--- src/rtl/irqc_pkg.sv ---
package irqc_pkg;

    localparam int NSRC   = 32;
    localparam int DW     = 32;
    localparam int AW     = 5;
    localparam int SYNC_N = 2;

    typedef enum logic [AW-1:0] {
        OFS_STAT = 5'h00,
        OFS_EN   = 5'h04,
        OFS_CLR  = 5'h08,
        OFS_MODE = 5'h0C,
        OFS_POL  = 5'h10
    } reg_ofs_e;

    typedef struct packed {
        logic [NSRC-1:0] en;
        logic [NSRC-1:0] mode;
        logic [NSRC-1:0] pol;
    } irq_cfg_t;

    typedef struct packed {
        logic          sel;
        logic          wr;
        logic [AW-1:0] addr;
        logic [DW-1:0] wdata;
    } bus_req_t;

    function automatic logic is_write(bus_req_t r, reg_ofs_e ofs);
        return r.sel && r.wr && (r.addr == ofs);
    endfunction

    function automatic logic [NSRC-1:0] active_of(logic [NSRC-1:0] v,
                                                  logic [NSRC-1:0] pol);
        return v ^ pol;
    endfunction

endpackage

--- src/rtl/irqc_sync.sv ---
module irqc_sync
    import irqc_pkg::*;
#(
    parameter int N      = NSRC,
    parameter int STAGES = SYNC_N
) (
    input  logic         clk,
    input  logic         rst,
    input  logic [N-1:0] raw,
    output logic [N-1:0] cur,
    output logic [N-1:0] old
);
    logic [N-1:0] stage_q [STAGES];
    logic [N-1:0] old_q;

    for (genvar s = 0; s < STAGES; s++) begin : g_stage
        always_ff @(posedge clk) begin
            if (rst)
                stage_q[s] <= '0;
            else if (s == 0)
                stage_q[s] <= raw;
            else
                stage_q[s] <= stage_q[(s == 0) ? 0 : s-1];
        end
    end

    always_ff @(posedge clk) begin
        if (rst) old_q <= '0;
        else     old_q <= stage_q[STAGES-1];
    end

    assign cur = stage_q[STAGES-1];
    assign old = old_q;
endmodule

--- src/rtl/irqc_trig.sv ---
module irqc_trig
    import irqc_pkg::*;
#(
    parameter int N = NSRC
) (
    input  logic         clk,
    input  logic         rst,
    input  logic [N-1:0] cur,
    input  logic [N-1:0] old,
    input  logic [N-1:0] mode,
    input  logic [N-1:0] pol,
    input  logic [N-1:0] clr,
    output logic [N-1:0] pend
);
    logic [N-1:0] act_now;
    logic [N-1:0] act_old;

    assign act_now = active_of(cur, pol);
    assign act_old = active_of(old, pol);

    for (genvar i = 0; i < N; i++) begin : g_src
        logic p_q;
        logic p_d;

        always_comb begin
            if (mode[i])
                p_d = (p_q & ~clr[i]) | (act_now[i] & ~act_old[i]);
            else
                p_d = act_now[i] & ~clr[i];
        end

        always_ff @(posedge clk) begin
            if (rst) p_q <= 1'b0;
            else     p_q <= p_d;
        end

        assign pend[i] = p_q;

        // edge request survives any cycle without a clear of its bit
        p_edge_hold_r9: assert property (@(posedge clk) disable iff (rst)
            (mode[i] && p_q && !clr[i]) |=> p_q);

        // a level clear always opens a one-cycle gap
        p_level_gap_r8: assert property (@(posedge clk) disable iff (rst)
            (!mode[i] && clr[i]) |=> !p_q);
    end
endmodule

--- src/rtl/irqc_regs.sv ---
module irqc_regs
    import irqc_pkg::*;
(
    input  logic            clk,
    input  logic            rst,
    input  bus_req_t        req,
    input  logic [NSRC-1:0] status,
    output irq_cfg_t        cfg,
    output logic [NSRC-1:0] clr,
    output logic [DW-1:0]   rdata
);
    irq_cfg_t cfg_q;

    always_ff @(posedge clk) begin
        if (rst) begin
            cfg_q.en   <= '0;
            cfg_q.mode <= '0;
            cfg_q.pol  <= '1;
        end else begin
            if (is_write(req, OFS_EN))   cfg_q.en   <= req.wdata[NSRC-1:0];
            if (is_write(req, OFS_MODE)) cfg_q.mode <= req.wdata[NSRC-1:0];
            if (is_write(req, OFS_POL))  cfg_q.pol  <= req.wdata[NSRC-1:0];
        end
    end

    assign cfg = cfg_q;
    assign clr = is_write(req, OFS_CLR) ? req.wdata[NSRC-1:0] : '0;

    always_comb begin
        rdata = '0;
        if (req.sel && !req.wr) begin
            case (req.addr)
                OFS_STAT: rdata = status;
                OFS_EN:   rdata = cfg_q.en;
                OFS_MODE: rdata = cfg_q.mode;
                OFS_POL:  rdata = cfg_q.pol;
                default:  rdata = '0;
            endcase
        end
    end

    p_en_hold_r1: assert property (@(posedge clk) disable iff (rst)
        !is_write(req, OFS_EN) |=> $stable(cfg_q.en));
    p_mode_hold_r3: assert property (@(posedge clk) disable iff (rst)
        !is_write(req, OFS_MODE) |=> $stable(cfg_q.mode));
    p_pol_hold_r4: assert property (@(posedge clk) disable iff (rst)
        !is_write(req, OFS_POL) |=> $stable(cfg_q.pol));
endmodule

--- src/rtl/irq_ctrl.sv ---
module irq_ctrl
    import irqc_pkg::*;
(
    input  logic            clk,
    input  logic            rst,
    input  logic            bus_sel,
    input  logic            bus_wr,
    input  logic [AW-1:0]   bus_addr,
    input  logic [DW-1:0]   bus_wdata,
    output logic [DW-1:0]   bus_rdata,
    input  logic [NSRC-1:0] irq_in,
    output logic            irq_out
);
    bus_req_t        req;
    irq_cfg_t        cfg;
    logic [NSRC-1:0] clr;
    logic [NSRC-1:0] cur;
    logic [NSRC-1:0] old;
    logic [NSRC-1:0] pend;
    logic [NSRC-1:0] status;
    logic            irq_q;

    assign req = '{sel: bus_sel, wr: bus_wr, addr: bus_addr, wdata: bus_wdata};

    irqc_regs u_regs (
        .clk    (clk),
        .rst    (rst),
        .req    (req),
        .status (status),
        .cfg    (cfg),
        .clr    (clr),
        .rdata  (bus_rdata)
    );

    irqc_sync #(.N(NSRC), .STAGES(SYNC_N)) u_sync (
        .clk (clk),
        .rst (rst),
        .raw (irq_in),
        .cur (cur),
        .old (old)
    );

    irqc_trig #(.N(NSRC)) u_trig (
        .clk  (clk),
        .rst  (rst),
        .cur  (cur),
        .old  (old),
        .mode (cfg.mode),
        .pol  (cfg.pol),
        .clr  (clr),
        .pend (pend)
    );

    assign status = pend & cfg.en;

    always_ff @(posedge clk) begin
        if (rst) irq_q <= 1'b0;
        else     irq_q <= |status;
    end

    assign irq_out = irq_q;
endmodule

--- config.mk ---
export PLATFORM = sky130hd
export DESIGN_NAME = irq_ctrl
export DESIGN_NICKNAME = d
export VERILOG_FILES = /design/src/rtl/irqc_pkg.sv /design/src/rtl/irqc_sync.sv /design/src/rtl/irqc_trig.sv /design/src/rtl/irqc_regs.sv /design/src/rtl/irq_ctrl.sv
export SDC_FILE = /design/constraint.sdc
export NUM_CORES = 1
export LEC_CHECK = 0
export BUFFER_PORTS_ARGS = -buffer_cell sky130_fd_sc_hd__buf_4
export CORE_AREA = 8 8 201 203
export CTS_BUF_LIST = sky130_fd_sc_hd__clkbuf_4
export CTS_CLUSTER_DIAMETER = 60
export CTS_CLUSTER_SIZE = 16
export DETAILED_ROUTE_END_ITERATION = 6
export DIE_AREA = 0 0 209 211
export GPL_TIMING_DRIVEN = 0
export REMOVE_ABC_BUFFERS = 1
export SETUP_SLACK_MARGIN = 0.3
export SLEW_MARGIN = 0
export SYNTH_ARGS = -nofsm -noshare
export SYNTH_HDL_FRONTEND = slang
export SYNTH_HIERARCHICAL = 1
export SYNTH_SLANG_ARGS = --single-unit
--- constraint.sdc ---
create_clock -name clk -period 1.6 [get_ports clk]
set_input_delay 0.16 -clock clk [delete_from_list [all_inputs] [get_ports clk]]
set_output_delay 0.16 -clock clk [all_outputs]
set_load 0.1 [all_outputs]
==> flow_summary_export.csv, run 1 <==
group,metric,value,unit
status,status,"finished with violations",
status,violations,"negative setup slack",
hold_path,hp-class,"input port to flip-flop",
floorplan,ios,106,
floorplan,dieArea,44100,um^2
routing,drt_iter0_markers,410,
worst_setup_path,cp.required,1.44,ns
clocking,root_buffer,"clkbuf_4",
final_layout,drive_above_1_share,32.26,%
floorplan,initial_core_util,29.58,%
run,drv_cap,0,
final_layout,instances_no_fill,1867,
yosys,synth_cells,1196,
final_layout,post-route-util,40.30,%
yosys,synth-edff-count,0,
routing,wire_per_inst,18.35,um
worst_setup_path,cp_top_family,"flip-flops",
sta,worst_slack,-0.3459,ns
place,place_ws,-1.276,ns
final_layout,fillers,3628,
final_layout,syn_to_final_growth,36.25,%
clocking,cts.sinks,225,
worst_setup_path,ff2ff_setup_slack,-0.11,ns
worst_setup_path,cpPeakStageDelay,0.37,ns
worst_setup_path,r2r_start,"u_trig/g_src[8].p_q",
place,gp_congestion,0.7392,
routing,drtAntennaViolNets,0,
worst_setup_path,worstSetupEndpointType,"primary output",
yosys,ys_async_sr_fraction,0,%
worst_setup_path,path_max_fanout,2,
sta,fin_tns_setup,-9.653,ns
power,leakagePower,5.979,nW
place,dpl.cell_count,1673,
sta,slew_headroom,18.66,%
hold_path,min_to,"u_sync/old[26]",
floorplan,rows,71,
final_layout,nets,1451,
power,vdd_drop_max,0.0006824,V
final_layout,multi_input_area,6533,um^2
worst_setup_path,start_kind,"flip-flop",
routing,vias_per_cell,4.950,
floorplan,dieHeight,211,um
clocking,cts.htree.levels,1,
yosys,synth.top_cell.area_share,41.01,%
worst_setup_path,path_class,"flip-flop to primary output",
worst_setup_path,path_cells,"and3b_1 -> o21ai_1 -> a31oi_2 -> buf_6",
yosys,netlist_area,10980,um^2
sta,hold_violations,0,
yosys,ys_ff_latch,225,
yosys,avgSynthCellArea,9.184,um^2
worst_setup_path,reg2reg_to,"irq_out",
final_layout,regArea,4654,um^2
worst_setup_path,crit_buf_inv,1,
global_routing,grt_overflow,0,
hold_path,holdPathStages,3,
hold_path,hold_start,"rst",
global_routing,grt_pass1_vias,9426,
yosys,yosysUniqueCellTypes,38,
clocking,worstSkewPairLatency,0.70,ns
clocking,cts_tree,"done",
power,total_power,10.39,mW
routing,num_vias,9242,
sta,min_period,1.946,ns
worst_setup_path,cp_slowest_cell,"dfxtp_4",
place,dpl.hpwl,18080,um
global_routing,grt_max_degree,110,
global_routing,grt_pass1_wl,53160,um
clocking,cts_buffers,22,
sta,worst_slew_pin_slew,1.220,ns
routing,drc_errors,0,
global_routing,antenna_found_initial,2,
yosys,synthFlopType,"dfxtp_1",
sta,drv_slew,0,
worst_setup_path,cp.depth,4,
routing,dr.pass1.iters,5,
sta,fmax,513.9,MHz
floorplan,dieWidth,209,um
global_routing,track_usage,15.08,%
worst_setup_path,reg2reg_depth,4,
worst_setup_path,crit_arrival,1.79,ns
clocking,clk_path_buf_depth,3,
yosys,yosysSeqAreaShare,41.01,%
yosys,yosys_warnings,6,
sta,rsz0062_at_grt,"yes",
yosys,synth_area_leaders,"dfxtp_1 41%, and3b_1 7.7%, mux2i_1 5.9%",
sta,min_period_over_period,121.6,%
sta,finalSetupViolCount,33,
sta,skew,0.03485,ns
floorplan,coreArea,37130,um^2
clocking,clkTransAtPathRegs,0.15,ns
yosys,synth_top_area_cell,"dfxtp_1",
power,power_density,694.4,nW/um^2
routing,finalWirelength,34250,um
place,port_buffers,105,
[synthesized netlist by cell type (2+ instances only)]
cell / n
nor2_1: 32
a311oi_1: 31
buf_4: 36
nand2b_1: 96
a31oi_1: 32
clkbuf_1: 44
or4_1: 5
o21ai_0: 32
nor2b_1: 97
a211o_1: 32
and3_1: 34
buf_2: 14
nor3_1: 2
inv_1: 32
buf_6: 16
buf_1: 3
nor4_1: 4
nand2_1: 32
nand3b_1: 33
nand3_1: 33
dfxtp_1: 225
xor2_1: 32
mux2i_1: 65
and3b_1: 96
and2_1: 63
a21oi_1: 63
[where the power goes]
group	leakage, nW	total [mW]	switching (mW)	internal (mW)
Clock	0.189	3.30	2.13	1.17
Combinational	3.94	1.23	0.596	0.633
Sequential	1.85	5.86	0.0947	5.76
Total	5.98	10.4	2.83	7.57
[sequential cells by signal, indices dropped and copies added, names as in the netlist]
| register | flops |
|---|---|
| u_sync/old | 32 |
| u_trig/g_src.p_q | 32 |
| irq_out | 1 |
| u_sync/stage_q | 64 |
| u_regs/cfg | 96 |
[layout make-up]
cell class / count / area share (%)
sequential: 225 / 31.10
tap: 474 / 3.963
inverter: 32 / 0.8026
multi-input combinational: 829 / 43.65
clock inverter: 13 / 0.9949
clock buffer: 25 / 1.254
timing repair buffer: 268 / 18.22
antenna: 1 / 0.01672
[metal layers]
metal	global-route usage [%]	wire, um
met1	19.02	15260
met2	25.86	16570
met3	2.774	1674
met4	4.739	754
met5	0	0
[worst min-delay path: stages]
cell and delay (ns):
buf_8 0.16, buf_16 0.24, nor2b_1 0.14
[cells by family after synthesis]
kind of cell | share of synthesized area, %
and+or+nand+nor | 31.62
DFF | 41.01
AOI/OAI and AO/OA | 11.46
buffers and inverters | 7.438
muxes | 5.923
xor gates and xnor gates | 2.552
[layout by cell type (no fill, tap or decap), drive strengths merged, types with 2 or more instances in the layout]
cell type | Yosys | final
xor2 | 32 | 32
dlygate4sd3 | 0 | 85
bufinv | 0 | 2
a21oi | 63 | 63
nor2 | 32 | 32
dfxtp | 225 | 225
nor3 | 2 | 2
dlymetal6s4s | 0 | 2
nand2b | 96 | 96
and4bb | 2 | 3
clkinv | 0 | 5
a31oi | 32 | 32
inv | 32 | 37
buf | 69 | 181
or4 | 5 | 5
and3b | 96 | 97
nand2 | 33 | 34
nand3b | 33 | 33
and3 | 34 | 34
nand3 | 34 | 34
mux2i | 65 | 65
a311oi | 32 | 32
and2 | 64 | 64
nor2b | 97 | 97
clkbuf | 44 | 25
nor4 | 4 | 4
a211o | 32 | 32
o21ai | 32 | 32
[repair_timing]
item                       in CTS  in global routing
buffers inserted               47                 17
pin swaps                      54                 40
hold endpoints to repair      190                  0
resized for setup             252                128
hold buffers                   88                  0
cloned                          3                  0
setup endpoints to repair     162                113
[how the worst max path moves through the flow]
stage	start	end
floorplan	bus_addr[1]	bus_rdata[0]
global placement	bus_addr[2]	u_regs/cfg[14]
detailed placement	bus_addr[2]	bus_rdata[26]
CTS	u_regs/cfg[21]	bus_rdata[21]
global route	u_regs/cfg[11]	bus_rdata[11]
finish	u_regs/cfg[11]	bus_rdata[11]
[through the flow]
stage	instance area, um^2	hold WS (ns)
after floorplan	10290	0.2279
after global placement	11670	0.3690
after detailed placement	11860	0.3757
after CTS	14290	0.03201
after global routing	14970	0.02174
final	14970	0.06442
Note: power is estimated with default switching activity, not from simulation.
==> run 2: changes to the inputs <==
Settings changed: ABC_AREA set to 1, CORE_AREA 8 8 201 203 to 8 8 206 208, DIE_AREA 0 0 209 211 to 0 0 214 216.
==> flow_summary_export.csv, run 2 <==
group,metric,value,unit
power,power.net_switching,3.181,mW
power,p_sw_share,28.36,%
worst_setup_path,path_class,"flip-flop to primary output",
sta,drv_slew,0,
routing,drt_iter0_markers,805,
routing,dr.pass1.iters,5,
worst_setup_path,start_kind,"flip-flop",
global_routing,grt_pass1_wl,60770,um
worst_setup_path,cp_top_family,"simple AND/OR/NAND/NOR gates",
yosys,yosys_warnings,6,
routing,vias_per_cell,4.620,
power,total_power,11.21,mW
sta,finalSetupViolCount,32,
clocking,cts.htree.levels,1,
final_layout,nets,2133,
global_routing,grt_pass1_vias,11407,
yosys,synth-edff-count,0,
place,dpl.cell_count,2360,
worst_setup_path,cpPeakStageDelay,0.38,ns
clocking,root_buffer,"clkbuf_4",
worst_setup_path,cp_slowest_cell,"dfxtp_2",
yosys,synth.top_cell.area_share,38.94,%
global_routing,grt_overflow,0,
final_layout,final_common_cell,"nand2_1",
sta,worst_slack,-0.4272,ns
yosys,synth_cells,1842,
place,place_area,12570,um^2
power,pwr-share-seq,52.7,%
floorplan,dieArea,46220,um^2
worst_setup_path,crit_arrival,1.87,ns
yosys,synth_area_leaders,"dfxtp_1 39%, nand2_1 17%, nor2_1 12%",
floorplan,ios,106,
worst_setup_path,worst_path_most_repeated_cell,"nor2_1",
clocking,cts_buffers,22,
floorplan,dieHeight,216,um
yosys,avgSynthCellArea,6.280,um^2
global_routing,grt_max_degree,71,
worst_setup_path,path_max_fanout,3,
place,gp_congestion,0.7786,
status,violations,"negative setup slack",
final_layout,largest_reg_flops,96,
power,p_int,8.034,mW
place,port_buffers,105,
sta,slew_headroom,26.26,%
floorplan,rows,73,
worst_setup_path,worstSetupEndpointType,"primary output",
sta,rsz0062_at_grt,"yes",
final_layout,instances_no_fill,2601,
worst_setup_path,cp.required,1.44,ns
final_layout,layout_common_cells,"488 x nand2_1, 330 x nor2_1, 250 x inv_1",
sta,hold_violations,0,
global_routing,antenna_found_initial,3,
final_layout,syn_to_final_growth,34.11,%
yosys,netlist_area,11570,um^2
sta,min_period,2.027,ns
floorplan,initial_core_util,29.52,%
clocking,cts.sinks,225,
routing,wire_per_inst,15.18,um
routing,finalWirelength,39490,um
power,p_comb_share,13.7,%
place,dpl.hpwl,20740,um
yosys,ys_ff_latch,225,
yosys,yosysMostFrequentCell,"nand2_1",
power,leakagePower,7.840,nW
sta,fmax,493.3,MHz
yosys,ys_async_sr_fraction,0,%
routing,num_vias,12017,
yosys,synth_top_area_cell,"dfxtp_1",
worst_setup_path,path_cells,"nand2_2 -> inv_1 -> nand4_1 -> nand2_1 -> nor2_1 -> nor2_1 -> buf_6",
power,power_density,723.0,nW/um^2
yosys,synthFlopType,"dfxtp_1",
run,drv_cap,0,
hold_path,hp-class,"input port to flip-flop",
yosys,synth_commonest_cells,"524 x nand2_1, 359 x nor2_1, 273 x inv_1",
sta,skew,0.06644,ns
yosys,yosysSeqAreaShare,38.94,%
sta,worst_slew_pin_slew,1.106,ns
clocking,clkTransAtPathRegs,0.15,ns
worst_setup_path,crit_buf_inv,2,
clocking,worstSkewPairLatency,0.73,ns
floorplan,coreArea,39180,um^2
yosys,yosysUniqueCellTypes,22,
global_routing,track_usage,16.32,%
final_layout,fin_area,15510,um^2
floorplan,dieWidth,214,um
status,status,"finished with violations",
final_layout,drive_above_1_share,22.61,%
routing,drtAntennaViolNets,0,
clocking,cts_tree,"done",
power,clkPwrFrac,33.6,%
clocking,clk_path_buf_depth,3,
power,vdd_drop_max,0.0003836,V
sta,min_period_over_period,126.7,%
routing,drc_errors,0,
[run 2: cell count changes in the layout (fill, tap and decap cells not counted), moves of 60 or more]
cell	change
nand2_1	+457
nor2_1	+299
inv_1	+218
nand4_1	+129
nand3_1	+100
nor2b_1	-97
nand2b_1	-96
and3b_1	-95
mux2i_1	-64
a21oi_1	-63
nor2_2	+60
[run 2: repair_timing]
| item | CTS | global route |
|---|---|---|
| hold endpoints to repair | 217 | 0 |
| cloned | 9 | 1 |
| hold buffers | 128 | 0 |
| endpoints found under the setup margin | 161 | 98 |
| buffers inserted | 46 | 17 |
| resized for setup | 183 | 59 |
| pin swaps | 57 | 52 |
[run 2: worst paths after layout]
path / start / end / slack, ns / cells after the start
hold / removal: rst / u_sync/stage_q[1][9] / 0.02 / 2
setup reg to reg: u_trig/g_src[7].p_q / irq_out / 0.37 / 9
hold reg to reg: u_sync/stage_q[0][31] / u_sync/stage_q[1][31] / 0.40 / 2
setup / recovery: u_regs/cfg[78] / bus_rdata[14] / -0.43 / 7
[run 2: cells by family (layout without fill, tap and decap cells)]
group	after synthesis	in the layout	synth area share (%)
DFF	225	225	38.94
AOI/OAI and AO/OA	27	27	1.168
other	0	2	0
and+or+nand+nor	1170	1175	43.74
buffers and inverters	420	647	16.15
[run 2: layout make-up]
cell class	count	area, um^2
antenna	2	5.005
clock buffer	24	180.2
clock inverter	14	221.5
fill	4108	23670
inverter	295	1132
multi-input combinational	1202	5441
sequential	225	4599
tap	525	656.9
timing repair buffer	311	3258
timing repair inverter	3	17.52
[run 2: per-stage QoR]
step           TNS, ns  hold WS, ns  setup WS [ns]  util (%)
4_1_cts         -12.75      0.02006        -0.4500     38.94
2_1_floorplan  -294.45       0.2254         -2.527         -
5_1_grt         -14.79      0.02146        -0.4993     39.59
3_3_place_gp   -716.88       0.3641         -7.278     31.27
3_5_place_dp   -211.02       0.3652         -1.782     32.08
6_report        -11.06      0.02069        -0.4272     39.59
[run 2: layer usage]
layer,vias up,track usage (%),routed length (um)
li1,5990,-,-
met4,2,5.729,1326
met5,-,0,13
met3,89,3.077,2928
met1,5508,20.74,17410
met2,428,27.32,17810
[run 2: power by group through the flow]
stage	sequential, mW	clock [mW]	combinational [mW]
after global routing	5.93	4.10	1.67
after floorplan	5.99	0	0.597
after global placement	6.00	0	1.06
after detailed placement	6.00	0	1.11
final	5.91	3.77	1.54
after CTS	5.91	3.90	1.51
